===== src/rtl/dmac_pkg.sv =====
package dmac_pkg;

  typedef enum logic [1:0] {
    MV_IDLE = 2'd0,
    MV_RD   = 2'd1,
    MV_WR   = 2'd2
  } mv_state_e;

  // Register offsets
  localparam int REG_ENABLE   = 0;
  localparam int REG_KEEPON   = 1;
  localparam int REG_MASK     = 2;
  localparam int REG_PEND     = 3;
  localparam int REG_CFG_BASE = 4;
  localparam int CFG_STRIDE   = 4;

  // Per-channel field selectors
  localparam int CFG_SRC  = 0;
  localparam int CFG_DST  = 1;
  localparam int CFG_LEN  = 2;
  localparam int CFG_AUTO = 3;

  function automatic logic [31:0] cfg_addr(input int ch, input int field);
    return 32'(REG_CFG_BASE + ch * CFG_STRIDE + field);
  endfunction

  // A zero count behaves as a one-word buffer.
  function automatic logic last_word(input logic [31:0] idx, input logic [31:0] len);
    return (len == 32'd0) || (idx + 32'd1 >= len);
  endfunction

endpackage


===== src/rtl/dmac_arb.sv =====
module dmac_arb #(
  parameter int N = 2
) (
  input  logic [N-1:0] req,
  output logic [N-1:0] gnt
);
  // Lowest set bit wins.
  assign gnt = req & (~req + N'(1));
endmodule


===== src/rtl/dmac_chan.sv =====
module dmac_chan
  import dmac_pkg::*;
#(
  parameter int AW = 16,
  parameter int LW = 8
) (
  input  logic          clk,
  input  logic          rst_n,
  input  logic          src_we,
  input  logic          dst_we,
  input  logic          len_we,
  input  logic          auto_we,
  input  logic [AW-1:0] addr_data,
  input  logic [LW-1:0] len_data,
  input  logic          auto_data,
  input  logic          start,
  input  logic          keepon,
  input  logic          unmasked,
  input  logic          word_done,
  output logic          en,
  output logic          stall,
  output logic          buf_end,
  output logic          auto_mode,
  output logic [AW-1:0] src_base,
  output logic [AW-1:0] dst_base,
  output logic [AW-1:0] cur_src,
  output logic [AW-1:0] cur_dst,
  output logic [LW-1:0] len
);
  logic [LW-1:0] idx;
  logic          last;

  assign last    = last_word(32'(idx), 32'(len));
  assign buf_end = word_done & last;
  // Addresses are always base + offset, so each buffer restarts at the bases.
  assign cur_src = src_base + AW'(idx);
  assign cur_dst = dst_base + AW'(idx);

  always_ff @(posedge clk or negedge rst_n) begin
    if (!rst_n) begin
      src_base  <= '0;
      dst_base  <= '0;
      len       <= '0;
      auto_mode <= 1'b0;
      en        <= 1'b0;
      stall     <= 1'b0;
      idx       <= '0;
    end else begin
      if (src_we)  src_base  <= addr_data;
      if (dst_we)  dst_base  <= addr_data;
      if (len_we)  len       <= len_data;
      if (auto_we) auto_mode <= auto_data;
      if (keepon)  stall     <= 1'b0;
      if (start && !en) begin
        en    <= 1'b1;
        idx   <= '0;
        stall <= 1'b0;
      end else if (word_done) begin
        if (last) begin
          idx <= '0;
          if (!auto_mode)    en    <= 1'b0;
          else if (unmasked) stall <= 1'b1;
        end else begin
          idx <= idx + 1'b1;
        end
      end
    end
  end
endmodule


===== src/rtl/dmac_mover.sv =====
module dmac_mover
  import dmac_pkg::*;
#(
  parameter int NCH = 2,
  parameter int AW  = 16,
  parameter int DW  = 32
) (
  input  logic              clk,
  input  logic              rst_n,
  input  logic [NCH-1:0]    req,
  input  logic [NCH*AW-1:0] src_flat,
  input  logic [NCH*AW-1:0] dst_flat,
  output logic              mem_valid,
  output logic              mem_write,
  output logic [AW-1:0]     mem_addr,
  output logic [DW-1:0]     mem_wdata,
  input  logic              mem_ready,
  input  logic [DW-1:0]     mem_rdata,
  output logic [NCH-1:0]    word_done
);
  mv_state_e      state;
  logic [NCH-1:0] gnt, sel_q;
  logic [AW-1:0]  src_pick, dst_pick, src_q, dst_q;
  logic [DW-1:0]  data_q;

  dmac_arb #(.N(NCH)) u_arb (.req(req), .gnt(gnt));

  always_comb begin
    src_pick = '0;
    dst_pick = '0;
    for (int i = 0; i < NCH; i++) begin
      if (gnt[i]) begin
        src_pick |= src_flat[i*AW +: AW];
        dst_pick |= dst_flat[i*AW +: AW];
      end
    end
  end

  always_ff @(posedge clk or negedge rst_n) begin
    if (!rst_n) begin
      state  <= MV_IDLE;
      sel_q  <= '0;
      src_q  <= '0;
      dst_q  <= '0;
      data_q <= '0;
    end else begin
      case (state)
        MV_IDLE: if (|req) begin
          sel_q <= gnt;
          src_q <= src_pick;
          dst_q <= dst_pick;
          state <= MV_RD;
        end
        MV_RD: if (mem_ready) begin
          data_q <= mem_rdata;
          state  <= MV_WR;
        end
        MV_WR: if (mem_ready) state <= MV_IDLE;
        default: state <= MV_IDLE;
      endcase
    end
  end

  assign mem_valid = (state != MV_IDLE);
  assign mem_write = (state == MV_WR);
  assign mem_addr  = mem_write ? dst_q : src_q;
  assign mem_wdata = data_q;
  assign word_done = (state == MV_WR && mem_ready) ? sel_q : '0;
endmodule


===== src/rtl/multibuf_dma.sv =====
module multibuf_dma
  import dmac_pkg::*;
#(
  parameter int NCH = 2,
  parameter int AW  = 16,
  parameter int DW  = 32,
  parameter int LW  = 8,
  localparam int RAW = $clog2(REG_CFG_BASE + CFG_STRIDE * NCH)
) (
  input  logic            clk,
  input  logic            rst_n,
  input  logic            reg_we,
  input  logic            reg_re,
  input  logic [RAW-1:0]  reg_addr,
  input  logic [31:0]     reg_wdata,
  output logic [31:0]     reg_rdata,
  output logic            mem_valid,
  output logic            mem_write,
  output logic [AW-1:0]   mem_addr,
  output logic [DW-1:0]   mem_wdata,
  input  logic            mem_ready,
  input  logic [DW-1:0]   mem_rdata,
  output logic            irq,
  output logic [NCH-1:0]  stat_en,
  output logic [NCH-1:0]  stat_stall
);
  logic [31:0]       addr_ext;
  logic [NCH-1:0]    ch_en, ch_stall, ch_req, buf_end, word_done, auto_q;
  logic [NCH-1:0]    start_v, keepon_v, mask_q, pend_q, pend_clr;
  logic [NCH*AW-1:0] src_flat, dst_flat;
  logic [AW-1:0]     src_arr [NCH];
  logic [AW-1:0]     dst_arr [NCH];
  logic [LW-1:0]     len_arr [NCH];
  logic              unused_wdata;

  assign addr_ext     = 32'(reg_addr);
  assign unused_wdata = ^reg_wdata;
  assign start_v  = (reg_we && addr_ext == 32'(REG_ENABLE)) ? reg_wdata[NCH-1:0] : '0;
  assign keepon_v = (reg_we && addr_ext == 32'(REG_KEEPON)) ? reg_wdata[NCH-1:0] : '0;
  assign pend_clr = (reg_re && addr_ext == 32'(REG_PEND)) ? pend_q : '0;
  assign ch_req   = ch_en & ~ch_stall;

  for (genvar g = 0; g < NCH; g++) begin : g_ch
    logic [AW-1:0] cur_src, cur_dst;
    dmac_chan #(.AW(AW), .LW(LW)) u_chan (
      .clk       (clk),
      .rst_n     (rst_n),
      .src_we    (reg_we && addr_ext == cfg_addr(g, CFG_SRC)),
      .dst_we    (reg_we && addr_ext == cfg_addr(g, CFG_DST)),
      .len_we    (reg_we && addr_ext == cfg_addr(g, CFG_LEN)),
      .auto_we   (reg_we && addr_ext == cfg_addr(g, CFG_AUTO)),
      .addr_data (reg_wdata[AW-1:0]),
      .len_data  (reg_wdata[LW-1:0]),
      .auto_data (reg_wdata[0]),
      .start     (start_v[g]),
      .keepon    (keepon_v[g]),
      .unmasked  (mask_q[g]),
      .word_done (word_done[g]),
      .en        (ch_en[g]),
      .stall     (ch_stall[g]),
      .buf_end   (buf_end[g]),
      .auto_mode (auto_q[g]),
      .src_base  (src_arr[g]),
      .dst_base  (dst_arr[g]),
      .cur_src   (cur_src),
      .cur_dst   (cur_dst),
      .len       (len_arr[g])
    );
    assign src_flat[g*AW +: AW] = cur_src;
    assign dst_flat[g*AW +: AW] = cur_dst;
  end

  dmac_mover #(.NCH(NCH), .AW(AW), .DW(DW)) u_mover (
    .clk       (clk),
    .rst_n     (rst_n),
    .req       (ch_req),
    .src_flat  (src_flat),
    .dst_flat  (dst_flat),
    .mem_valid (mem_valid),
    .mem_write (mem_write),
    .mem_addr  (mem_addr),
    .mem_wdata (mem_wdata),
    .mem_ready (mem_ready),
    .mem_rdata (mem_rdata),
    .word_done (word_done)
  );

  always_ff @(posedge clk or negedge rst_n) begin
    if (!rst_n) begin
      mask_q <= '0;
      pend_q <= '0;
    end else begin
      if (reg_we && addr_ext == 32'(REG_MASK)) mask_q <= reg_wdata[NCH-1:0];
      // A new buffer end wins over a clearing read in the same cycle.
      pend_q <= (pend_q & ~pend_clr) | buf_end;
    end
  end

  always_comb begin
    reg_rdata = '0;
    if (addr_ext == 32'(REG_ENABLE)) reg_rdata[2*NCH-1:0] = {ch_stall, ch_en};
    else if (addr_ext == 32'(REG_MASK)) reg_rdata[NCH-1:0] = mask_q;
    else if (addr_ext == 32'(REG_PEND)) reg_rdata[NCH-1:0] = pend_q;
    for (int i = 0; i < NCH; i++) begin
      if (addr_ext == cfg_addr(i, CFG_SRC))  reg_rdata[AW-1:0] = src_arr[i];
      if (addr_ext == cfg_addr(i, CFG_DST))  reg_rdata[AW-1:0] = dst_arr[i];
      if (addr_ext == cfg_addr(i, CFG_LEN))  reg_rdata[LW-1:0] = len_arr[i];
      if (addr_ext == cfg_addr(i, CFG_AUTO)) reg_rdata[0]      = auto_q[i];
    end
  end

  assign irq        = |(pend_q & mask_q);
  assign stat_en    = ch_en;
  assign stat_stall = ch_stall;
endmodule


===== config.mk =====
export PLATFORM = sky130hd
export DESIGN_NAME = multibuf_dma
export DESIGN_NICKNAME = d
export VERILOG_FILES = /design/src/rtl/dmac_pkg.sv /design/src/rtl/dmac_arb.sv /design/src/rtl/dmac_chan.sv /design/src/rtl/dmac_mover.sv /design/src/rtl/multibuf_dma.sv
export SDC_FILE = /design/constraint.sdc
export NUM_CORES = 1
export LEC_CHECK = 0
export ABC_AREA = 1
export CAP_MARGIN = 20
export CORE_MARGIN = 2
export CORE_UTILIZATION = 52
export CTS_BUF_LIST = sky130_fd_sc_hd__clkbuf_8
export CTS_CLUSTER_SIZE = 10
export DETAILED_ROUTE_END_ITERATION = 10
export GPL_TIMING_DRIVEN = 0
export PLACE_DENSITY = 0.82
export SYNTH_ARGS = -nofsm -noshare
export SYNTH_HDL_FRONTEND = slang
export SYNTH_SLANG_ARGS = --single-unit
export TNS_END_PERCENT = 50

===== constraint.sdc =====
create_clock -name clk -period 2.2 [get_ports clk]
set_clock_uncertainty 0.1 [all_clocks]
set_input_delay 0.66 -clock clk [delete_from_list [all_inputs] [get_ports clk]]
set_output_delay 0.66 -clock clk [all_outputs]
set_load 0.02 [all_outputs]

# Word-level counts from Yosys, hierarchy flattened

Index checks and enable logic that the tools add are counted.

Add/subtract/negate cells: 9
Multipliers: 0
Divide/modulo/power cells: 0
$lt $le $gt $ge: 2
Eq/ne operators: 18
Shift operators: 0
Muxes and demuxes: 51
Bitwise gates (word level): 12
Reductions and logical operators: 35

Operators with widths:

| operator            | count |
|---|---|
| $mux 16             | 9 |
| $add 16x8->16       | 4 |
| $ge 32x8->1         | 2 |
| $mux 8              | 8 |
| $logic_not 32->1    | 1 |
| $or 16x16->16       | 2 |
| $mux 1              | 22 |
| $mux 2              | 11 |
| $add 8x1->9 const B | 2 |
| $add 8x1->8 const B | 2 |
| $eq 4x3->1 const B  | 4 |
| $eq 4x4->1 const B  | 4 |
| $logic_not 8->1     | 2 |
| $logic_and 1x1->1   | 15 |
| $reduce_bool 2->1   | 5 |
| $reduce_and 3->1    | 3 |
| $and 2x2->2         | 4 |
| $eq 4x2->1 const B  | 2 |
| $ne 2x2->1 const B  | 4 |
| $not 2->2           | 3 |
| $pmux 2 s3          | 1 |
| $eq 4x1->1 const B  | 1 |
| $reduce_and 2->1    | 2 |
| $reduce_or 2->1     | 2 |
| 9 further kinds     | 12 |

Flip-flop bits (word level): 174
Latch bits: 0
Memory bits (writable): 0
ROM bits: 0
Output and inout port bits: 87
Logic and storage cells: 148
Memories: 0

# Longest topological paths before layout

Depth after elaboration: 12
Gate-level depth with buffers: 16
Mapped depth without buffers: 16

# By module

A second synthesis with hierarchy kept.

Cell total of the unflattened synthesis: 1448
Area, all modules: 11474.8 um^2

By module, submodules not included:

| module                      | times used | cells an instance | area each (um^2) | sequential area each (um^2) |
|---|---|---|---|---|
| dmac_mover                  | 1          | 450               | 3555.9           | 1701.6 |
| dmac_chan at g_ch[0].u_chan | 1          | 404               | 3398.3           | 1276.2 |
| dmac_chan at g_ch[1].u_chan | 1          | 386               | 3367.0           | 1276.2 |
| multibuf_dma                | 1          | 205               | 1136.1           | 100.1 |
| dmac_arb                    | 1          | 3                 | 17.5             | 0.0 |

# Least setup slack after synthesis

Ideal clock, no wire load.

Path kind: input port to output port
Start: in reg_addr[2]
End: out reg_rdata[10]
Data arrival time: 1.720 ns
Data required time: 1.440 ns
Setup slack: -0.280 ns
Stages: 6
Path buffers: 1
Path through: inv_1 -> nand2_4 -> nor2_4 -> inv_2 -> buf_2 -> o21ai_0

Cells in the longest elaborated chain, start to end: 5
Elaborated cells between the ends (all ways): 8

RTL lines:

| what            | RTL line            | text |
|---|---|---|
| start, declared | multibuf_dma.sv:14  | `input logic [RAW-1:0] reg_addr,` |
| $eq 4x3->1      | multibuf_dma.sv:105 | `if (addr_ext == cfg_addr(i, CFG_SRC)) reg_rdata[AW-1:0] = src_arr[i];` |
| $mux 16         | multibuf_dma.sv:105 |  |
| $mux 16         | multibuf_dma.sv:106 | `if (addr_ext == cfg_addr(i, CFG_DST)) reg_rdata[AW-1:0] = dst_arr[i];` |
| $mux 16         | multibuf_dma.sv:105 |  |
| $mux 16 (*)     | multibuf_dma.sv:106 |  |
| end, declared   | multibuf_dma.sv:16  | `output logic [31:0] reg_rdata,` |

Mark *: on every way between the ends. The rest lies on a longest branch, timed or not.

# Final worst setup path

Start: in reg_addr[2]
End: out reg_rdata[7]

Cells in the longest elaborated chain, start to end: 7
Elaborated cells between the ends (all ways): 12

RTL lines:

| what       | RTL line            | text |
|---|---|---|
| $eq 4x3->1 | multibuf_dma.sv:105 |  |
| $mux 16    | multibuf_dma.sv:105 |  |
| $mux 16    | multibuf_dma.sv:106 |  |
| $mux 8     | multibuf_dma.sv:107 | `if (addr_ext == cfg_addr(i, CFG_LEN)) reg_rdata[LW-1:0] = len_arr[i];` |
| $mux 16    | multibuf_dma.sv:105 |  |
| $mux 16    | multibuf_dma.sv:106 |  |
| $mux 8 (*) | multibuf_dma.sv:107 |  |

Marks and branches as above.

==> results_dict.tcl <==
set metrics [dict create \
    synth_top_area_share_pct 39.2 \
    slew_viol_final 0 \
    synthArstFlopShare_pct 100 \
    peakVddDrop_mv 0.663 \
    num_antenna_cells 0 \
    setup_violations 66 \
    root_buffer "clkbuf_8" \
    die_h_um 150 \
    wire_per_inst_um 19.7 \
    pwr-share-clk_pct 16.0 \
    drive_gt1_share_pct 28.0 \
    syn_inst 1455 \
    ys_seq_elements 174 \
    grt_usage_pct 33.4 \
    r2r_end "g_ch[0].u_chan.idx[1]" \
    vias_per_cell 5.84 \
    ff2ff_path_depth 14 \
    cts_made_buffers 17 \
    crit_fanout 5 \
    pwr-share-seq_pct 33.1 \
    hold_class "input pin to async pin" \
    syn_area_sq_um 11100 \
    ys.flop_type "dfrtp_1" \
    totalWireLength_um 38700 \
    clockBufferDepth 2 \
    finalHoldViolCount 0 \
    rsz0062_at_grt "yes" \
    num_io_pins 160 \
    p_per_area_nw_per_um2 1050 \
    tightest_slew_ps 933 \
    drc 0 \
    die_w_um 150 \
    violations "setup timing" \
    ant_nets 0 \
    cp-end-kind "output port" \
    power.switching_mw 6.99 \
    synth_cell_type_count 52 \
    rrSetupSlack_ps -320 \
    status "finished, violations left" \
    combPwrFrac_pct 51.0 \
    yosysWarnings 0 \
    syn2layout_area_growth_pct 33.4 \
    grt_max_degree 101 \
    critPathRequiredTime_ps 1440 \
    cp-start-kind "input pin" \
    grt_pass1_vias 10500 \
    cts_tree "done" \
    core-area_sq_um 21000 \
    synthTopCellsByArea "dfrtp_1 (39%), nand2_1 (15%), ha_1 (5.6%), nand3_1 (5.5%), inv_1 (4.9%)" \
    fmax_mhz 364 \
    grt_antenna_before_repair 0 \
    slew_headroom_pct 37.5 \
    power_mw 15.5 \
    arrival_ps 1990 \
    power.internal_mw 8.49 \
    yosys.area.top_type "dfrtp_1" \
    postLayoutSetupSlackWorst_ps -547 \
    critical_path_class "input pin to output port" \
    row_count 53 \
    leakage_nw 7.32 \
    drt_iter0_drc 1268 \
    clk_pin_slew_ps 110 \
    critPathCapture "reg_rdata[7]" \
    synth_edf_count 0 \
    worst_hold_slack_ps 10.5 \
    period_needed_ps 2750 \
    initial_core_util_pct 52.8 \
    dpl.hpwl_um 27600 \
    globalplace.congestion 1.02 \
    overflow 0 \
    crit_start "reg_addr[2]" \
    drv_cap 0 \
    clock_sinks 174 \
    cts-htree-levels 4 \
    io_buffers 126 \
    clk_latency_ps 500 \
    grt_pass1_wl_um 57300 \
    die-area_sq_um 22500 \
    place_area_sq_um 12900 \
    period_share_pct 125 \
    r2r-start "g_ch[0].u_chan.idx[0]" \
    num_vias 11500 \
    swShare_pct 45.2 \
    nets 1808 \
    fin_area_sq_um 14800 \
    dr.pass1.iters 7 \
    seq_area_frac_synth_pct 39.2 \
    syn_area_per_cell_sq_um 7.63 \
]
## power groups by stage
stage / clock [mW] / sequential (mW) / combinational, mW
3_5_place_dp: 0 / 5.11 / 6.66
4_1_cts: 2.46 / 5.03 / 7.24
2_1_floorplan: 0 / 5.22 / 3.77
5_1_grt: 2.59 / 5.20 / 8.45
3_3_place_gp: 0 / 5.07 / 6.52
6_report: 2.47 / 5.12 / 7.89
## registers in the layout (all words and copies together) (netlist names)
signal                 cells
u_mover.mem_wdata         32
g_ch.u_chan.stall          2
mask_q                     2
u_mover.dst_q             16
g_ch.u_chan.dst_base      32
u_mover.sel_q              2
g_ch.u_chan.idx           16
g_ch.u_chan.auto_mode      2
u_mover.state              2
g_ch.u_chan.src_base      32
pend_q                     2
g_ch.u_chan.en             2
g_ch.u_chan.len           16
u_mover.src_q             16
## synth_stat cells, types with 24 or more instances
| cell type | n |
|---|---|
| nor2_1 | 83 |
| nand2_1 | 443 |
| inv_1 | 146 |
| dfrtp_1 | 174 |
| nand3_1 | 122 |
| mux2_2 | 32 |
| nand4_1 | 26 |
| ha_1 | 50 |
| buf_4 | 31 |
| o21ai_1 | 24 |
| a21oi_1 | 60 |
| o21ai_0 | 92 |
## how the worst min path moves through the flow
stage / startpoint / to / slack, ps / depth (start not counted)
CTS: rst_n / u_mover.mem_wdata[8] / 30 / 1
detailed placement: g_ch[0].u_chan.len[6] / g_ch[0].u_chan.len[6] / 370 / 2
floorplan: rst_n / g_ch[0].u_chan.auto_mode / 260 / 0
finish: rst_n / u_mover.mem_wdata[8] / 10 / 1
global placement: u_mover.dst_q[14] / u_mover.dst_q[14] / 360 / 2
global route: rst_n / u_mover.mem_wdata[11] / 60 / 1
## timing repair
action,CTS,global route
pin swaps,48,46
setup endpoints to repair,104,80
buffers inserted,45,21
hold buffers,0,0
gates resized for setup,410,119
cloned,1,0
## cells by family (layout without fill, tap and decap cells)
| family | count (synthesis) | after routing | share of synthesized area, % |
|---|---|---|---|
| compound gates | 230 | 230 | 11.7 |
| mux | 32 | 32 | 3.24 |
| flops | 174 | 174 | 39.2 |
| xor+xnor | 15 | 15 | 1.18 |
| simple gates | 732 | 732 | 29.5 |
| other cells | 1 | 16 | 0.0338 |
| fa+ha+maj | 54 | 54 | 6.35 |
| buf+inv | 217 | 441 | 8.79 |
## worst max-delay path: stages
cell and delay (ps):
buf_8 110, nand2_8 80, inv_8 50, nand2_8 70
clkinvlp_4 220, a221oi_4 400, nand4_1 190, buf_2 200
## metrics by stage
stage               TNS [ps]  util, %  setup slack [ps]  instances
finish                -16020     70.5              -547       1969
global route          -21590     70.5              -537       1969
CTS                   -15010     67.5              -513       1950
detailed placement    -63110     61.2             -1640       1872
global placement    -1238920     61.0             -7450       1871
floorplan              -2240        -              -147       1470
## area by class of cell
type | instances | area [sq um]
multi-input combinational | 1079 | 6750
fill | 1593 | 6210
sequential | 174 | 4370
timing repair buffer | 193 | 1850
inverter | 162 | 657
buffer | 54 | 402
tap | 275 | 344
clock buffer | 17 | 234
clock inverter | 15 | 200
## metal layers
| metal | vias up | wire length [um] | track usage (%) |
|---|---|---|---|
| li1 | 5225 | - | - |
| met1 | 5427 | 14900 | 45.4 |
| met2 | 700 | 17800 | 52.0 |
| met3 | 141 | 3980 | 5.91 |
| met4 | 0 | 2000 | 15.8 |
| met5 | - | 0 | 0 |
## cell usage in the layout (no fill, tap or decap), drive strengths merged, types with 26 or more instances in the layout
cell type      count
buf              163
ha                50
a21oi             60
o21ai            126
nand3            125
nor2              99
inv              164
clkdlybuf4s50     50
nand4             26
dlygate4sd2       32
dfrtp            174
mux2              32
nand2            458
No activity file was read; power rests on OpenSTA's default activity.
